--- src/rtl/ea_gen.sv ---
module ea_gen #(
  parameter int W = 16
) (
  input  logic [15:0]  ir_word,
  input  logic [W-1:0] pc_val,
  input  logic [W-1:0] sr1_val,
  input  logic         base_sel,
  input  logic [1:0]   imm_sel,
  input  logic         mar_drive,
  output logic [W-1:0] ea_out,
  output logic [W-1:0] bus_out
);

  logic [W-1:0] base_op;
  logic [W-1:0] imm_op;

  assign base_op = base_sel ? sr1_val : pc_val;

  always_comb begin
    case (imm_sel)
      2'b00:   imm_op = '0;
      2'b01:   imm_op = {{(W-6){ir_word[5]}},  ir_word[5:0]};
      2'b10:   imm_op = {{(W-9){ir_word[8]}},  ir_word[8:0]};
      default: imm_op = {{(W-11){ir_word[10]}}, ir_word[10:0]};
    endcase
  end

  assign ea_out  = base_op + imm_op;
  assign bus_out = mar_drive ? ea_out : '0;

endmodule


--- config.mk ---
export PLATFORM = sky130hd
export DESIGN_NAME = ea_gen
export DESIGN_NICKNAME = d
export VERILOG_FILES = /design/src/rtl/ea_gen.sv
export SDC_FILE = /design/constraint.sdc
export NUM_CORES = 1
export LEC_CHECK = 0
export BUFFER_PORTS_ARGS = -buffer_cell sky130_fd_sc_hd__buf_2
export CORE_MARGIN = 3
export CORE_UTILIZATION = 48
export DETAILED_ROUTE_END_ITERATION = 10
export PLACE_DENSITY = 0.91
export SETUP_SLACK_MARGIN = 0.05
export SYNTH_ARGS = -nofsm -noshare
export SYNTH_HDL_FRONTEND = slang
export SYNTH_SLANG_ARGS = --single-unit
export TNS_END_PERCENT = 20
--- constraint.sdc ---
create_clock -name vclk -period 6.05
set_input_delay 0.9075 -clock vclk [all_inputs]
set_output_delay 0.9075 -clock vclk [all_outputs]
set_load 0.01 [all_outputs]
==> results.yml, run 1 <==
power_and_ir_drop:
  power_per_cell_area_nw_per_um2: 161
  p_total_w: 0.000260
  total_leakage_power_nw: 0.865
  vdd_drop_max_mv: 0.0970
logic_synthesis:
  synth.cells.most_frequent: "nand2_1, ha_1, mux2_2"
  synth_top_cell_by_area: "ha_1"
  synth.most_common_cell: "nand2_1"
  synth_cell_types: 38
  synth_top_cell_area_share: 0.152
  synthesis.area_um2: 1230
  ys_seq_area_frac: 0
  ys.warnings.count: 0
  synth.avg_cell_area_um2: 7.65
  synthesis.nets: 229
  synthCells: 161
  synth_area_leaders: "ha_1, mux2_2, mux2i_1"
routing:
  post_drt_wl_per_cell_um: 13.7
  vias_per_cell: 5.53
  dr.pass1.iters: 4
  wirelength_um: 3540
  ant_nets: 0
  drc: 0
  drt-initial-drc-count: 48
  via_count: 1428
timing:
  max-slew-margin-rel: 0.496
  finalCritPeriodShare: 0.766
  fin_tns_setup_ps: 0
  slew_viol_final: 0
  max_freq_ghz: 0.216
  hold_violations: 0
  setup_viol: 0
  whs_ps: 2270
  fin_crit_ps: 4630
  worst_pin_slew_ps: 735
  rsz0062_at_grt: "no"
cells_and_area:
  clockBufferCount: 0
  fillers: 227
  final_cells: 258
  drive_above_1_share: 0.439
  register_area_um2: 0
  syn_to_final_growth_pct: 31.5
  antenna_cells: 0
  fin_nets: 300
  n_sequential_cell: 0
min_path:
  hold_class: "input pin to output pin"
global_route:
  antenna_found_initial: 0
  grt-ovfl-total: 0
  grt_max_degree: 23
  grt_pass1_vias: 1314
  grt_use_total: 0.200
  grt_pass1_wl_um: 5480
floorplanning:
  fp-row-count: 17
  pin_count: 84
  die_h_um: 56.6
  start_util: 0.531
  core_area_um2: 2320
  die_w_um: 56.6
  die_area_um2: 3210
place:
  dp_hpwl_um: 3000
  dp.cells: 258
  portBuffers: 79
  place.gp.congestion: 0.917
setup_path:
  crit_required_ps: 5140
  end_kind: "output pin"
  critPathKind: "input pin to output pin"
  critPathLaunchType: "input pin"
  worstPathArrival_ps: 3730
  cp_max_fo: 16
outcome:
  status: "finished, final reports clean"
clocking:
  postCtsSetupBuffers: 0
  ctsResizeCount: 0
  ctsHoldBuffers: 0
job:
  maxCapViolCount: 0
==> metal layers <==
| metal | vias to the layer above | wire, µm | global-route usage |
|---|---|---|---|
| li1 | 727 | - | - |
| met1 | 629 | 1440 | 0.250 |
| met2 | 70 | 1800 | 0.383 |
| met3 | 2 | 272 | 0.0115 |
| met4 | 0 | 20 | 0.0169 |
| met5 | - | 0 | 0 |
==> placed cells by master, fill, tap and decap left out, types with 2 or more instances in the layout <==
master / synthesis / layout
inv_1: 2 / 2
xor2_1: 5 / 5
ha_1: 15 / 15
buf_2: 4 / 79
o21bai_1: 2 / 2
o21ai_0: 3 / 3
mux2_2: 15 / 15
nand2_1: 20 / 20
mux2i_1: 10 / 10
nand2b_1: 5 / 5
nand3_1: 2 / 2
o21ai_1: 2 / 2
and2_1: 11 / 11
a21o_1: 4 / 4
and3_1: 2 / 2
a21oi_1: 12 / 12
nor2b_1: 7 / 7
xnor2_1: 10 / 10
o21a_1: 3 / 3
nand4_1: 4 / 4
==> final timing paths <==
path	depth (start not counted)	slack (ps)	endpoint	start
worst min-delay path	4	2270	ea_out[0]	ir_word[0]
worst max-delay path	10	1420	bus_out[12]	base_sel
==> through the flow <==
step | util | instance area [µm²] | worst slack, ps
6_report | 0.698 | 1620 | 1420
5_1_grt | 0.698 | 1620 | 1340
4_1_cts | 0.698 | 1620 | 1430
3_5_place_dp | 0.698 | 1620 | 1430
3_3_place_gp | 0.698 | 1620 | 1550
2_1_floorplan | - | 1230 | 1430
==> power breakdown <==
part | internal (W) | total [W] | leakage [nW] | switching (W)
Clock | 0 | 0 | 0 | 0
Combinational | 0.000120 | 0.000260 | 0.865 | 0.000140
Sequential | 0 | 0 | 0 | 0
==> area by class of cell <==
type               instances  area (µm²)  share of cell area
multi-input cells        149        1180               0.730
repair buffers            79         395               0.244
inverters                  2        7.51             0.00464
well taps                 28        35.0              0.0216
==> kinds of logic (layout without fill, tap and decap cells) <==
| kind of cell | after synthesis | in the layout | share of synthesized area |
|---|---|---|---|
| compound gates | 39 | 39 | 0.235 |
| fa+ha+maj | 16 | 16 | 0.169 |
| mux | 25 | 25 | 0.218 |
| buf+inv | 12 | 81 | 0.0407 |
| simple gates | 54 | 54 | 0.231 |
| xor+xnor | 15 | 15 | 0.107 |
==> worst max-delay path, cell delays in order <==
cell and delay [ps]:
buf_2 330, mux2_2 390, ha_1 220, fa_1 410
a21o_1 210, a221oi_2 420, nand2_2 110, a221oi_4 290
mux2i_1 270, buf_2 160
Note: power is estimated with default switching activity, not from simulation.
==> inputs of run 2 (changes only) <==
- CORE_UTILIZATION: 48 -> 44
- PLACE_DENSITY: 0.91 -> 0.84
- clock period: 6.05 -> 4.8 ns (I/O delays scaled with it)
==> results.yml, run 2 (synthesized netlist as in run 1, its figures left out) <==
cells_and_area:
  clockBufferCount: 0
  fin_nets: 301
  mostFrequentLayoutCells: "buf_2, nand2_1, mux2_2, ha_1, a21oi_1"
  n_sequential_cell: 0
  fillers: 253
  syn_to_final_growth_pct: 32.3
  drive_above_1_share: 0.442
  final_common_cell: "buf_2"
  antenna_cells: 0
  register_area_um2: 0
  design_area_um2: 1630
timing:
  rsz0062_at_grt: "no"
  whs_ps: 1890
  slew_viol_final: 0
  fin_crit_ps: 4180
  finalCritPeriodShare: 0.871
  setup_viol: 0
  worst_pin_slew_ps: 470
  max-slew-margin-rel: 0.681
  max_freq_ghz: 0.239
  fin_tns_setup_ps: 0
  hold_violations: 0
routing:
  drc: 0
  dr.pass1.iters: 4
  wirelength_um: 3470
  via_count: 1402
  vias_per_cell: 5.37
  post_drt_wl_per_cell_um: 13.3
  ant_nets: 0
  drt-initial-drc-count: 39
setup_path:
  max_stage_delay_ps: 420
  critPathLaunchType: "input pin"
  crit_required_ps: 4080
  path_buf_inv: 2
  critical_path.top_delay_family: "compound AO/OA/AOI/OAI gates"
  critPathKind: "input pin to output pin"
  cp_slowest_cell: "a221oi_2"
  end_kind: "output pin"
  worstPathArrival_ps: 3460
  cp_max_fo: 16
  cp_common_cell: "buf_2"
  crit_path_cell_trace: "buf_2, mux2_2, ha_1, fa_1, a21o_1, a221oi_2, nand2_2, a221oi_4, mux2i_1, buf_2"
global_route:
  grt_max_degree: 23
  grt_pass1_vias: 1336
  grt_use_total: 0.195
  antenna_found_initial: 0
  grt-ovfl-total: 0
  grt_pass1_wl_um: 5520
floorplanning:
  start_util: 0.480
  die_area_um2: 3470
  core_area_um2: 2570
  fp-row-count: 18
  die_h_um: 58.9
  die_w_um: 58.9
  pin_count: 84
place:
  dp_hpwl_um: 2940
  placed_cell_area_um2: 1630
  place.gp.congestion: 0.877
  portBuffers: 79
outcome:
  status: "finished, final reports clean"
clocking:
  ctsResizeCount: 0
  postCtsSetupBuffers: 0
  ctsHoldBuffers: 0
power_and_ir_drop:
  total_leakage_power_nw: 0.870
  p_total_w: 0.000328
  vdd_drop_max_mv: 0.117
  power_per_cell_area_nw_per_um2: 201
min_path:
  hold_class: "input pin to output pin"
job:
  maxCapViolCount: 0
[run 2: cell types whose count changed in the layout (fill, tap and decap cells not counted), sizes merged]
cell | previous run | this run
buf | 79 | 80
[run 2: final timing paths]
kind / cells past startpoint / to / startpoint / slack (ps)
min: 4 / ea_out[0] / ir_word[0] / 1890
max: 10 / bus_out[12] / base_sel / 620
[run 2: stage by stage]
stage	util	instances	setup slack (ps)
finish	0.635	261	622
global route	0.635	261	448
CTS	0.635	261	600
detailed placement	0.635	261	600
global placement	0.635	261	641
floorplan	-	161	554
[run 2: area by class of cell]
type | instances | area [µm²] | area share
Inverter | 2 | 7.51 | 0.00461
Multi-Input combinational cell | 149 | 1180 | 0.725
Timing Repair Buffer | 80 | 403 | 0.247
Tap cell | 30 | 37.5 | 0.0230
[run 2: layer usage]
metal / wire length [µm] / up-vias / GRT usage / share of wire
met2: 1740 / 40 / 0.368 / 0.50
met1: 1540 / 636 / 0.256 / 0.44
met4: 0 / 0 / 0.00971 / 0
li1: - / 726 / - / -
met3: 191 / 0 / 0.00439 / 0.055
met5: 0 / - / 0 / 0
[run 2: report_power, final]
part           internal, W  switching (W)  total (W)
clock network            0              0          0
logic             0.000152       0.000175   0.000328
registers                0              0          0
total             0.000152       0.000175   0.000328
